[config.mk]
export PLATFORM = sky130hd
export DESIGN_NAME = vbr_reducer
export DESIGN_NICKNAME = d
export VERILOG_FILES = /design/src/rtl/vbr_pkg.sv /design/src/rtl/vbr_elem_eval.sv /design/src/rtl/vbr_step.sv /design/src/rtl/vbr_seq.sv /design/src/rtl/vbr_reducer.sv
export SDC_FILE = /design/constraint.sdc
export NUM_CORES = 1
export LEC_CHECK = 0
export ABC_AREA = 1
export BUFFER_PORTS_ARGS = -buffer_cell sky130_fd_sc_hd__buf_2
export CAP_MARGIN = 20
export CORE_ASPECT_RATIO = 0.8
export CORE_MARGIN = 1
export CORE_UTILIZATION = 60
export DETAILED_ROUTE_END_ITERATION = 8
export GPL_TIMING_DRIVEN = 0
export PLACE_DENSITY_LB_ADDON = 0.05
export SYNTH_ARGS = -nofsm -noshare
export SYNTH_HDL_FRONTEND = slang
export SYNTH_HIERARCHICAL = 1
export SYNTH_SLANG_ARGS = --single-unit
[constraint.sdc]
create_clock -name clk -period 8.2 [get_ports clk]
set_input_delay 0.41 -clock clk [delete_from_list [all_inputs] [get_ports clk]]
set_output_delay 0.41 -clock clk [all_outputs]
set_load 0.02 [all_outputs]
[src/rtl/vbr_pkg.sv]
package vbr_pkg;

   // reduction flavour; negated flavours come from flipping the expected bit
   typedef enum logic {
      RED_ANY = 1'b0,
      RED_ALL = 1'b1
   } red_mode_e;

   typedef enum logic {
      ST_IDLE = 1'b0,
      ST_RUN  = 1'b1
   } seq_state_e;

   // per-element outcome: counts=0 means the element is left out
   typedef struct packed {
      logic counts;
      logic pass;
   } elem_res_t;

   // verdict when no element settles the outcome
   function automatic logic fallback_taken(input red_mode_e m);
      return (m == RED_ALL);
   endfunction

endpackage

[src/rtl/vbr_elem_eval.sv]
module vbr_elem_eval
   import vbr_pkg::*;
#(
   parameter  int unsigned FIELD_W = 4,
   localparam int unsigned SEL_W   = $clog2(FIELD_W)
) (
   input  logic [FIELD_W-1:0] field,
   input  logic [SEL_W-1:0]   sel,
   input  logic               want,
   input  logic               pred,
   input  logic               zero_en,
   input  logic               subst,
   output elem_res_t          res
);

   // masked + zeroing: the field is not consulted, substitute decides
   always_comb begin
      res.counts = pred | zero_en;
      res.pass   = pred ? (field[sel] == want) : subst;
   end

endmodule

[src/rtl/vbr_step.sv]
module vbr_step
   import vbr_pkg::*;
(
   input  elem_res_t res,
   input  red_mode_e mode,
   output logic      decided,
   output logic      verdict
);

   // any-mode settles on a pass, all-mode settles on a fail
   assign decided = res.counts && (res.pass != (mode == RED_ALL));
   assign verdict = res.pass;

endmodule

[src/rtl/vbr_seq.sv]
module vbr_seq
   import vbr_pkg::*;
#(
   parameter  int unsigned NUM_ELEM = 64,
   localparam int unsigned LEN_W    = $clog2(NUM_ELEM + 1),
   localparam int unsigned IDX_W    = $clog2(NUM_ELEM)
) (
   input  logic             clk,
   input  logic             rst_n,
   input  logic             start,
   input  logic [LEN_W-1:0] vec_len,
   input  red_mode_e        mode_in,
   input  logic             decided,
   input  logic             verdict,
   output logic             busy,
   output logic             accept,
   output logic [IDX_W-1:0] cnt,
   output red_mode_e        mode_q,
   output logic             last,
   output logic             done,
   output logic             taken,
   output logic [IDX_W-1:0] stop_idx
);

   seq_state_e       state_q;
   logic [LEN_W-1:0] vl_q;

   assign busy   = (state_q == ST_RUN);
   assign accept = (state_q == ST_IDLE) && start;
   assign last   = busy && ((LEN_W'(cnt) + LEN_W'(1)) == vl_q);

   always_ff @(posedge clk or negedge rst_n) begin
      if (!rst_n) begin
         state_q  <= ST_IDLE;
         vl_q     <= '0;
         cnt      <= '0;
         mode_q   <= RED_ANY;
         done     <= 1'b0;
         taken    <= 1'b0;
         stop_idx <= '0;
      end else begin
         done <= 1'b0;
         unique case (state_q)
            ST_IDLE: begin
               if (start) begin
                  vl_q   <= vec_len;
                  mode_q <= mode_in;
                  cnt    <= '0;
                  if (vec_len == '0) begin
                     done     <= 1'b1;
                     taken    <= fallback_taken(mode_in);
                     stop_idx <= '0;
                  end else begin
                     state_q <= ST_RUN;
                  end
               end
            end
            ST_RUN: begin
               if (decided || last) begin
                  done     <= 1'b1;
                  taken    <= decided ? verdict : fallback_taken(mode_q);
                  stop_idx <= cnt;
                  state_q  <= ST_IDLE;
               end else begin
                  cnt <= cnt + IDX_W'(1);
               end
            end
            default: state_q <= ST_IDLE;
         endcase
      end
   end

   // completion strobe lasts a single cycle
   a_r9_done_single: assert property (@(posedge clk) disable iff (!rst_n)
      done |=> !done);

   // a start during a run leaves the captured length untouched
   a_r10_busy_ignore: assert property (@(posedge clk) disable iff (!rst_n)
      (busy && start) |=> $stable(vl_q));

   // the walk never steps past the captured length
   a_r4_run_bound: assert property (@(posedge clk) disable iff (!rst_n)
      busy |-> (LEN_W'(cnt) < vl_q));

   // reported index stays inside the vector
   a_r7_idx_range: assert property (@(posedge clk) disable iff (!rst_n)
      (done && (vl_q != '0)) |-> (LEN_W'(stop_idx) < vl_q));

   // input assumption: length fits the vector
   a_r8_len_legal: assert property (@(posedge clk) disable iff (!rst_n)
      accept |-> (vec_len <= LEN_W'(NUM_ELEM)));

endmodule

[src/rtl/vbr_reducer.sv]
module vbr_reducer
   import vbr_pkg::*;
#(
   parameter  int unsigned NUM_ELEM   = 64,
   parameter  int unsigned FIELD_W    = 4,
   parameter  bit          CAPTURE_CR = 1'b1,
   localparam int unsigned LEN_W      = $clog2(NUM_ELEM + 1),
   localparam int unsigned IDX_W      = $clog2(NUM_ELEM),
   localparam int unsigned SEL_W      = $clog2(FIELD_W),
   localparam int unsigned CR_W       = NUM_ELEM * FIELD_W
) (
   input  logic             clk,
   input  logic             rst_n,
   input  logic             start,
   input  logic [LEN_W-1:0] vec_len,
   input  logic [CR_W-1:0]  cr_fields,
   input  logic [SEL_W-1:0] bit_sel,
   input  logic             want_bit,
   input  logic             invert,
   input  logic             all_mode,
   input  logic [NUM_ELEM-1:0] pred_mask,
   input  logic             zero_en,
   input  logic             subst_val,
   output logic             done,
   output logic             taken,
   output logic [IDX_W-1:0] stop_idx
);

   // elaboration-time parameter checks
   if (NUM_ELEM < 2) begin : g_chk_elem
      $error("NUM_ELEM must be at least 2");
   end
   if ((FIELD_W < 2) || ((FIELD_W & (FIELD_W - 1)) != 0)) begin : g_chk_field
      $error("FIELD_W must be a power of two, at least 2");
   end

   logic             busy;
   logic             accept;
   logic             last;
   logic [IDX_W-1:0] cnt;
   red_mode_e        mode_q;
   logic             decided;
   logic             verdict;
   elem_res_t        res;

   logic [SEL_W-1:0]    sel_q;
   logic                want_q;
   logic                zen_q;
   logic                subst_q;
   logic [NUM_ELEM-1:0] mask_q;
   logic [CR_W-1:0]     cr_src;

   // control capture on an accepted start
   always_ff @(posedge clk or negedge rst_n) begin
      if (!rst_n) begin
         sel_q   <= '0;
         want_q  <= 1'b0;
         zen_q   <= 1'b0;
         subst_q <= 1'b0;
         mask_q  <= '0;
      end else if (accept) begin
         sel_q   <= bit_sel;
         want_q  <= want_bit ^ invert;
         zen_q   <= zero_en;
         subst_q <= subst_val;
         mask_q  <= pred_mask;
      end
   end

   // condition source: snapshot at start, or read live each cycle
   if (CAPTURE_CR) begin : g_cap
      logic [CR_W-1:0] cr_q;
      always_ff @(posedge clk or negedge rst_n) begin
         if (!rst_n)      cr_q <= '0;
         else if (accept) cr_q <= cr_fields;
      end
      assign cr_src = cr_q;
   end else begin : g_live
      assign cr_src = cr_fields;
   end

   logic [FIELD_W-1:0] cur_field;
   logic               cur_pred;
   assign cur_field = cr_src[cnt*FIELD_W +: FIELD_W];
   assign cur_pred  = mask_q[cnt];

   vbr_elem_eval #(.FIELD_W(FIELD_W)) u_eval (
      .field   (cur_field),
      .sel     (sel_q),
      .want    (want_q),
      .pred    (cur_pred),
      .zero_en (zen_q),
      .subst   (subst_q),
      .res     (res)
   );

   vbr_step u_step (
      .res     (res),
      .mode    (mode_q),
      .decided (decided),
      .verdict (verdict)
   );

   vbr_seq #(.NUM_ELEM(NUM_ELEM)) u_seq (
      .clk      (clk),
      .rst_n    (rst_n),
      .start    (start),
      .vec_len  (vec_len),
      .mode_in  (all_mode ? RED_ALL : RED_ANY),
      .decided  (decided),
      .verdict  (verdict),
      .busy     (busy),
      .accept   (accept),
      .cnt      (cnt),
      .mode_q   (mode_q),
      .last     (last),
      .done     (done),
      .taken    (taken),
      .stop_idx (stop_idx)
   );

   // a skipped element that is not the last one never finishes the run
   a_r5_skip_no_stop: assert property (@(posedge clk) disable iff (!rst_n)
      (busy && !res.counts && !last) |=> !done);

   // an any-mode pass finishes the run with the branch taken
   a_r1_any_pass_takes: assert property (@(posedge clk) disable iff (!rst_n)
      (busy && (mode_q == RED_ANY) && res.counts && res.pass) |=> (done && taken));

   // an all-mode failure finishes the run with the branch not taken
   a_r2_all_fail_drops: assert property (@(posedge clk) disable iff (!rst_n)
      (busy && (mode_q == RED_ALL) && res.counts && !res.pass) |=> (done && !taken));

   // zeroed element result equals the substitute value
   a_r6_subst_used: assert property (@(posedge clk) disable iff (!rst_n)
      (busy && zen_q && !cur_pred) |-> (res.counts && (res.pass == subst_q)));

endmodule

==> reports/summary.txt, run 1 <==
sw frac - 21.40%
DR vias - 17.00k
Lkg Pwr - 11.32 nW
unrepaired setup endpoints after global routing - no
RePlAce Congestion - 0.9430
post-DR vias/cell - 5.533
Final Setup Violations - 0
hold path startpoint - cr_fields[183]
Critical R2R Launch - u_seq/cnt[2]
Top Layer Used - met4
fmax - 0.2512 GHz
DRC Markers - 0
Net Count, Synth - 2639
worst-path fanout max - 10
internal power - 2.721 mW
CTS Buf Count - 37
Layout Nets - 3026
commonest non-fill, non-tap cell in the layout - nand2_1
die height - 151.3 µm
M1 WL - 22410 µm
Worst setup EP type - flop
critical setup path kind - reg -> reg
Max Slew Vio Count - 0
# fillers - 2298
Core Area - 0.02730 mm²
htree depth - 2
Root Driver - clkbuf_16
TritonCTS clock tree - done
Cells after Synth - 2301
worst path cell trace - clkbuf_1, inv_1, clkbuf_1, nand3_1, nand2_1, nand2_1, nand3_1, nand3_1, nand2_1, nand2_1, nand3_2, nand2_1, nand2_1, nand3_1, nand2_1, nand2_1, nand2_1, nor2_1, nor2_1, nand2_4, buf_6, nand3_1, nand2_1
drt total wl - 53920 µm
setup TNS - 0 ns
period utilization - 48.54%
antenna viol nets, final - 0
largest net degree at the start of global routing - 119
Area growth, synth to finish - 20.50%
CP max-delay cell - clkbuf_1
share of cells above drive strength 1 - 17.99%
min Tclk post-route - 3.981 ns
most used cell, CP - nand2_1
Peak VDD IR - 0.0001615 V
area of the multi-input gates - 0.007146 mm²
sequential share of power - 49.6%
Slew HR - 33.95%
crit path launch - u_seq/cnt[2]
CTS Buffer Depth - 3
CP peak stage delay - 0.56 ns
clock network fraction of total power - 46.5%
die area - 0.02853 mm²
DP HPWL - 39510 µm
CP arrival - 4.38 ns
PwrDens - 171.9 mW/mm²
switching pwr - 740.6 µW
Starting Density - 61.22%
met2 WL - 23450 µm
Hold Violations, Final - 0
Chip Width - 188.6 µm
Reg area - 0.008708 mm²
latest clock arrival within the worst-skew pair - 0.53 ns
worst path required time - 8.60 ns
Initial DRT Pass Iterations - 6
# Max-Cap Violations - 0
syn_area_per_cell - 7.263 µm²
first-pass GRT wire length - 83370 µm
Design Power - 3.461 mW
min-delay worst type - in -> reg
most frequent cells in the layout - nand2_1, buf_2, dfrtp_1
Post-CTS Resized - 0
Clock Sinks - 348
Synth Warn # - 6
Bufs and invs on worst path - 4
worst-margin pin slew - 0.9907 ns
IO buf count - 344
startpoint types - flop
CP delay by family, top - simple AND/OR/NAND/NOR gates
combinational power share - 3.9%
Reg clk slew, reported paths - 0.06 ns
GR Overflow Total - 0
met3 WL - 6011 µm
average wire per standard cell - 17.55 µm
vias in the first global route - 15.79k
1st-iter DRT viols - 1677
Rows - 54
GRT Util Overall - 38.28%
skew final - 0.01980 ns
status - complete, no violations
initial antenna violation count - 1
Syn Std Cell Area - 0.01671 mm²
I/O pin cnt - 345
-- flip-flops by register name, summed over array words and instances (netlist names), 2 cells and up --
register        flops
u_seq/vl_q          7
mask_q             64
u_seq/stop_idx      6
cr_src            256
u_seq/cnt           6
sel_q               2
-- metrics by stage --
step	utilization [%]	hold slack, ns	setup WS, ns	cells	instance area [µm²]
2_1_floorplan	-	0.1144	5.467	2301	16710
3_3_place_gp	69.20	0.4520	0.1516	3009	18890
3_5_place_dp	69.54	0.3999	4.435	3012	18980
4_1_cts	73.76	0.07538	4.401	3071	20130
5_1_grt	73.77	0.08422	4.039	3072	20140
6_report	73.77	0.07879	4.219	3072	20140
-- power by group through the flow --
stage / Combinational (mW) / Clock (mW) / Sequential [mW]
detailed placement: 0.133 / 0 / 1.75
global route: 0.147 / 1.68 / 1.72
floorplan: 0.00115 / 0 / 1.75
global placement: 0.127 / 0 / 1.75
CTS: 0.134 / 1.61 / 1.72
finish: 0.134 / 1.61 / 1.72
-- cell type report --
type | count | share of cell area (%)
Tap cell | 364 | 2.262
Timing Repair Buffer | 348 | 9.059
Clock buffer | 56 | 5.611
Antenna cell | 1 | 0.01243
Sequential cell | 348 | 43.25
Buffer | 142 | 3.591
Clock inverter | 2 | 0.06835
Multi-Input combinational cell | 1776 | 35.49
Inverter | 35 | 0.6648
-- path summary, 6_finish.rpt --
path | endpoint | slack, ns | cells after the start
worst max-delay path | u_seq/cnt[3] | 4.22 | 23
worst min-delay path | cr_src[183] | 0.08 | 3
worst max register to register | u_seq/cnt[3] | 4.22 | 23
worst min register to register | u_seq/stop_idx[0] | 0.47 | 2
max in group asynchronous | cr_src[215] | 6.77 | 3
min in group asynchronous | cr_src[179] | 0.42 | 2
-- timing repair --
action,4_1_cts,5_1_grt
hold buffers,1,0
setup buffers,0,0
hold endpoints to repair,61,0
-- per-layer routing --
metal	vias up	GRT usage, %
met5	-	0
met4	0	15.08
met1	7907	54.14
met2	1053	59.21
li1	7902	-
met3	134	6.650
-- tightest hold or removal path: cells and delay by family --
family	cells	cell delay (ns)
buffers and inverters	1	0.07
AND/OR/NAND/NOR	2	0.09
(Power assumes the default switching activity.)
==> run 2, diff against run 1 <==
ABC_AREA = 0   (was 1)
CORE_UTILIZATION = 50   (was 60)
clock period = 3.45 ns   (was 8.2 ns; I/O delays follow)
==> run 2 against run 1 <==
  * The flow now finishes with violations (setup timing)
  * Clock skew down 0.0085 ns
  * Maximum frequency grew 0.18%
  * Design area is 16% higher
  * Worst hold slack got worse by 0.032 ns
  * Sequential share of layout area down 6.0 points
  * Core utilization increased by 0.44 points
  * Power rose to 5.9 times the previous value
  * Synthesized area down 4.0%
  * Critical endpoint is now u_seq/done
  * Largest cell class unchanged
  * Largest power group is now combinational logic
==> reports/summary.txt, run 2 <==
latest clock arrival within the worst-skew pair - 0.53 ns (about the same)
Worst setup EP type - flop
crit path launch - u_seq/cnt[1]
Area after DPL - 0.01844 mm² (-2.8%)
DR vias - 12.01k (-29%)
placed cells - 1800 (-40%)
Lkg Pwr - 10.05 nW (-11%)
PwrDens - 871.2 mW/mm² (+410%)
vias in the first global route - 13.09k (-17%)
Cells after Synth - 1032 (-55%)
Starting Density - 50.92% (-10 points)
Rows - 58 (+7.4%)
share of cells above drive strength 1 - 50.92% (+33 points)
largest net degree at the start of global routing - 84 (-29%)
Finished Core Util - 74.21% (+0.44 points)
unrepaired setup endpoints after global routing - yes
htree depth - 2 (unchanged)
worst path required time - 3.88 ns (-4.72 ns)
startpoint types - flop
Synth Warn # - 6 (unchanged)
# fillers - 2054 (-11%)
critical setup path kind - reg -> reg
post-DR vias/cell - 5.422 (-2.0%)
Layout Nets - 2105 (-30%)
CTS Buf Count - 37 (unchanged)
failing checks - setup timing
non-filler cells, final - 2214 (-28%)
Chip Width - 202.2 µm (+7.2%)
Min-Delay Path Depth - 3 (unchanged)
hold path startpoint - start
commonest non-fill, non-tap cell in the layout - buf_2
antenna viol nets, final - 0 (unchanged)
1st-iter DRT viols - 597 (-64%)
Peak VDD IR - 0.0005168 V (+220%)
design area - 0.02337 mm² (+16%)
Max Slew Vio Count - 0 (unchanged)
Reg clk slew, reported paths - 0.06 ns (about the same)
setup ws final - -0.5234 ns (-4.743 ns)
Area growth, synth to finish - 45.73%
most frequent cells in the layout - buf_2, dfrtp_1, mux2_2
# Max-Cap Violations - 0 (unchanged)
fmax - 0.2517 GHz (+0.18%)
TritonCTS clock tree - done
period utilization - 115.2% (+67 points)
I/O pin cnt - 345 (unchanged)
CP arrival - 4.40 ns (+0.02 ns)
DP HPWL - 33270 µm (-16%)
Net Count, Synth - 1370 (-48%)
die area - 0.03280 mm² (+15%)
Syn Std Cell Area - 0.01604 mm² (-4.0%)
initial antenna violation count - 5 (+4)
Largest register FFs - 256 (unchanged)
Slew HR - 44.43% (+10 points)
Critical R2R Launch - u_seq/cnt[1]
worst-path fanout max - 10 (unchanged)
Place WS - -1.017 ns (-5.452 ns)
RePlAce Congestion - 0.8125 (-14%)
area of the multi-input gates - 0.007009 mm² (-1.9%)
skew final - 0.01126 ns (-0.008539 ns)
worst-margin pin slew - 0.8336 ns (-0.1572 ns)
first-pass GRT wire length - 76380 µm (-8.4%)
drt total wl - 49420 µm (-8.4%)
average wire per standard cell - 22.32 µm (+27%)
status - complete, but fails checks
Clock Sinks - 348 (unchanged)
Initial DRT Pass Iterations - 4 (-2)
Worst R2R Path Depth - 17 (-26%)
Reg area - 0.008711 mm² (about the same)
die height - 162.2 µm (+7.2%)
Hold Violations, Final - 0 (unchanged)
min-delay worst type - in -> reg
Final Setup Violations - 15 (+15)
GRT Util Overall - 30.93% (-7.4 points)
CTS Buffer Depth - 3 (unchanged)
Root Driver - clkbuf_16
GR Overflow Total - 0 (unchanged)
Core Area - 0.03150 mm² (+15%)
DRC Markers - 0 (unchanged)
IO buf count - 344 (unchanged)
min Tclk post-route - 3.973 ns (-0.007242 ns)
setup TNS - -7.052 ns (-7.052 ns)
syn_area_per_cell - 15.54 µm² (+110%)
[run 2: per-stage QoR]
step	power, mW	hold WS [ns]
6_report	20.36	0.04695
5_1_grt	21.43	0.07287
4_1_cts	20.16	0.02817
3_5_place_dp	15.24	0.1606
3_3_place_gp	14.98	0.3999
2_1_floorplan	12.92	-0.1231
[run 2: what timing repair did]
action                                 CTS  global route
setup buffers                           12             0
hold buffers                           335             0
pin swaps                                7             7
cloned                                   1             0
gates resized for setup                 50            21
setup endpoints to repair              106            25
endpoints found under the hold margin  403             0
[run 2: area by class of cell]
| cell class | instances | area share, % |
|---|---|---|
| buffer | 74 | 2.489 |
| clock inverter | 7 | 0.2730 |
| antenna | 5 | 0.05353 |
| tap | 420 | 2.248 |
| clock buffer | 54 | 4.759 |
| timing repair buffer | 696 | 22.75 |
| sequential | 348 | 37.27 |
| inverter | 10 | 0.1713 |
| multi-input combinational | 600 | 29.99 |
[run 2: power by group]
group	internal (mW)	switching, mW
combinational	5.20	3.91
sequential	6.17	1.16
clock	2.30	1.63
[run 2: final timing paths]
path                       slack, ns           end
min in group asynchronous       0.18   cr_src[152]
setup / recovery               -0.52    u_seq/done
hold / removal                  0.05  u_seq/cnt[0]
hold reg to reg                 0.50   cr_src[126]
max in group asynchronous       1.80    cr_src[66]
setup reg to reg               -0.52    u_seq/done
[run 2: critical path, stage by stage (launching register included)]
cell and delay (ns):
dfrtp_2 0.47, buf_12 0.16, buf_6 0.18, buf_12 0.17, mux4_2 0.32, o221ai_1 0.23
o21ai_1 0.15, a22o_1 0.26, mux4_2 0.52, xnor2_1 0.15, mux2_4 0.27, xor2_1 0.14
and2_4 0.14, buf_8 0.13, a21oi_4 0.21, nor2b_2 0.07, buf_6 0.13, a21o_1 0.14
[run 2: per-layer routing]
| layer | vias to the layer above | GRT usage [%] | wire length [µm] |
|---|---|---|---|
| li1 | 5384 | - | - |
| met1 | 6175 | 42.96 | 21890 |
| met2 | 376 | 49.73 | 23620 |
| met3 | 68 | 7.243 | 3067 |
| met4 | 2 | 7.143 | 833 |
| met5 | - | 0 | 13 |
==> run 3, diff against run 2 <==
CORE_ASPECT_RATIO = unset   (was 0.8)
==> run 3 against run 2 <==
  * Wire length decreased by 2.6%
  * First-iteration DRC count decreased by 3.2%
  * The flow still finishes with violations (setup timing)
  * Design area increased by 0.13%
  * Clock power increased by 7.4%
  * Maximum frequency increased by 0.53%
  * Power increased by 0.46%
==> reports/summary.txt, run 3 (same netlist as run 2, synthesis figures left out) <==
post-DR vias/cell - 5.459 (+0.67%)
status - complete, but fails checks
setup TNS - -6.626 ns (+0.4263 ns)
share of cells above drive strength 1 - 51.20% (+0.28 points)
first-pass GRT wire length - 75920 µm (-0.60%)
period utilization - 114.6% (-0.61 points)
Area growth, synth to finish - 45.93%
Area after DPL - 0.01839 mm² (-0.27%)
average wire per standard cell - 21.89 µm (-1.9%)
Reg area - 0.008711 mm² (unchanged)
Worst R2R Path Depth - 16 (-1)
Starting Density - 50.82% (-0.097 points)
DR vias - 12.00k (-0.058%)
GRT Util Overall - 30.46% (-0.46 points)
latest clock arrival within the worst-skew pair - 0.53 ns (about the same)
startpoint types - flop
skew final - 0.02105 ns (+0.009787 ns)
vias in the first global route - 13.30k (+1.6%)
htree depth - 2 (unchanged)
IO buf count - 344 (unchanged)
largest net degree at the start of global routing - 122 (+45%)
antenna viol nets, final - 0 (unchanged)
die height - 181.1 µm (+12%)
# Max-Cap Violations - 0 (unchanged)
worst-path fanout max - 10 (unchanged)
TritonCTS clock tree - done
Slew HR - 43.84% (-0.59 points)
I/O pin cnt - 345 (unchanged)
setup ws final - -0.5025 ns (+0.02095 ns)
initial antenna violation count - 3 (-2)
Max Slew Vio Count - 0 (unchanged)
Hold Violations, Final - 0 (unchanged)
clock network fraction of total power - 20.6% (+1.3 points)
Initial DRT Pass Iterations - 4 (unchanged)
Worst setup EP type - flop
most frequent cells in the layout - buf_2, dfrtp_1, mux2_2
Clock Sinks - 348 (unchanged)
r2r setup slk - -0.50 ns (+0.02 ns)
sw frac - 32.47% (-0.42 points)
unrepaired setup endpoints after global routing - yes
hold path startpoint - start
Reg clk slew, reported paths - 0.06 ns (about the same)
fmax - 0.2530 GHz (+0.53%)
combinational power share - 43.8% (-0.9 points)
DRC Markers - 0 (unchanged)
CTS Buffer Depth - 3 (unchanged)
Final Setup Violations - 15 (unchanged)
PwrDens - 874.1 mW/mm² (+0.33%)
worst path required time - 3.86 ns (-0.02 ns)
Worst R2R End - u_seq/done
sequential share of power - 35.5% (-0.5 points)
Critical R2R Launch - u_seq/cnt[2]
Min-Delay Path Depth - 3 (unchanged)
RePlAce Congestion - 0.8486 (+4.4%)
Rows - 65 (+12%)
Chip Width - 181.1 µm (-10%)
# fillers - 2095 (+2.0%)
internal power - 13.81 mW (+1.1%)
CP arrival - 4.36 ns (-0.04 ns)
die area - 0.03280 mm² (about the same)
Peak VDD IR - 0.0005503 V (+6.5%)
hold_ws - 0.07746 ns (+0.03051 ns)
CP max-delay cell - mux4_2
worst path cell trace - buf_6, buf_4, mux4_2, o221ai_2, a31oi_1, a22o_1, mux4_2, xnor2_2, mux2_4, xor2_1, and2_4, buf_8, a21oi_4, nor2b_2, buf_6, a21o_1
Core Area - 0.03156 mm² (+0.19%)
CP peak stage delay - 0.53 ns (about the same)
Finished Core Util - 74.17% (about the same)
GR Overflow Total - 0 (unchanged)
commonest non-fill, non-tap cell in the layout - buf_2
worst-margin pin slew - 0.8423 ns (+0.008774 ns)
min-delay worst type - in -> reg
Largest register FFs - 256 (unchanged)
Lkg Pwr - 10.10 nW (+0.50%)
failing checks - setup timing
Root Driver - clkbuf_16
min Tclk post-route - 3.952 ns (-0.02095 ns)
critical setup path kind - reg -> reg
switching pwr - 6.643 mW (-0.81%)
Layout Nets - 2103 (-0.095%)
worst hold endpoint - u_seq/cnt[0]
design area - 0.02340 mm² (+0.13%)
DP HPWL - 32150 µm (-3.4%)
area of the multi-input gates - 0.007027 mm² (+0.25%)
drt total wl - 48120 µm (-2.6%)
CTS Buf Count - 38 (+2.7%)
1st-iter DRT viols - 578 (-3.2%)
-- run 3: final cells by class --
type | instances | area share, %
repair buffers | 693 | 22.53
clock buffers | 52 | 4.721
multi-input cells | 600 | 30.02
flip-flops and latches | 348 | 37.22
plain buffers | 74 | 2.342
diodes | 3 | 0.03208
clock inverters | 16 | 0.8073
inverters | 10 | 0.1711
well taps | 402 | 2.149
-- run 3: power groups by stage --
stage / registers (mW) / clock network (mW) / logic, mW
2_1_floorplan: 6.94 / 0 / 5.98
3_3_place_gp: 7.23 / 0 / 7.74
3_5_place_dp: 7.32 / 0 / 7.91
4_1_cts: 7.25 / 4.29 / 8.80
5_1_grt: 7.55 / 4.47 / 9.54
6_report: 7.27 / 4.22 / 8.97
-- run 3: repair_timing --
| item | in CTS | in global routing |
|---|---|---|
| endpoints found under the hold margin | 385 | 0 |
| setup buffers | 10 | 0 |
| gates resized for setup | 48 | 19 |
| gates cloned | 1 | 0 |
| pin swaps | 5 | 8 |
| setup endpoints to repair | 15 | 153 |
| hold buffers | 335 | 0 |
-- run 3: stage by stage --
step / total power, mW / cells / worst slack, ns
2_1_floorplan: 12.92 / 1032 / -0.1612
3_3_place_gp: 14.97 / 1778 / -5.371
3_5_place_dp: 15.23 / 1781 / -1.026
4_1_cts: 20.34 / 2195 / -0.4967
5_1_grt: 21.56 / 2198 / -0.6230
6_report: 20.46 / 2198 / -0.5025
-- run 3: worst max-delay path, delay by kind of cell (launching register included) --
kind            cells  cell delay [ns]
xor+xnor            2             0.30
mux                 3             1.17
flops               1             0.46
buf+inv             4             0.74
simple gates        2             0.23
compound gates      5             0.93
-- run 3: worst max path at each step --
stage,start,to,cells past startpoint
after global placement,rst_n,u_seq/cnt[0],1
after global routing,u_seq/cnt[0],u_seq/cnt[4],16
after detailed placement,u_seq/cnt[1],u_seq/done,16
final,u_seq/cnt[2],u_seq/done,16
after floorplan,u_seq/cnt[1],u_seq/done,16
after CTS,u_seq/cnt[1],u_seq/done,16
-- run 3: layer usage --
layer  share of wire, %  track usage, %  wire length, µm
met1                 43           41.11            20910
met3                5.2           5.624             2524
met2                 49           50.85            23750
met5                  0               0                0
met4                1.9           8.102              933
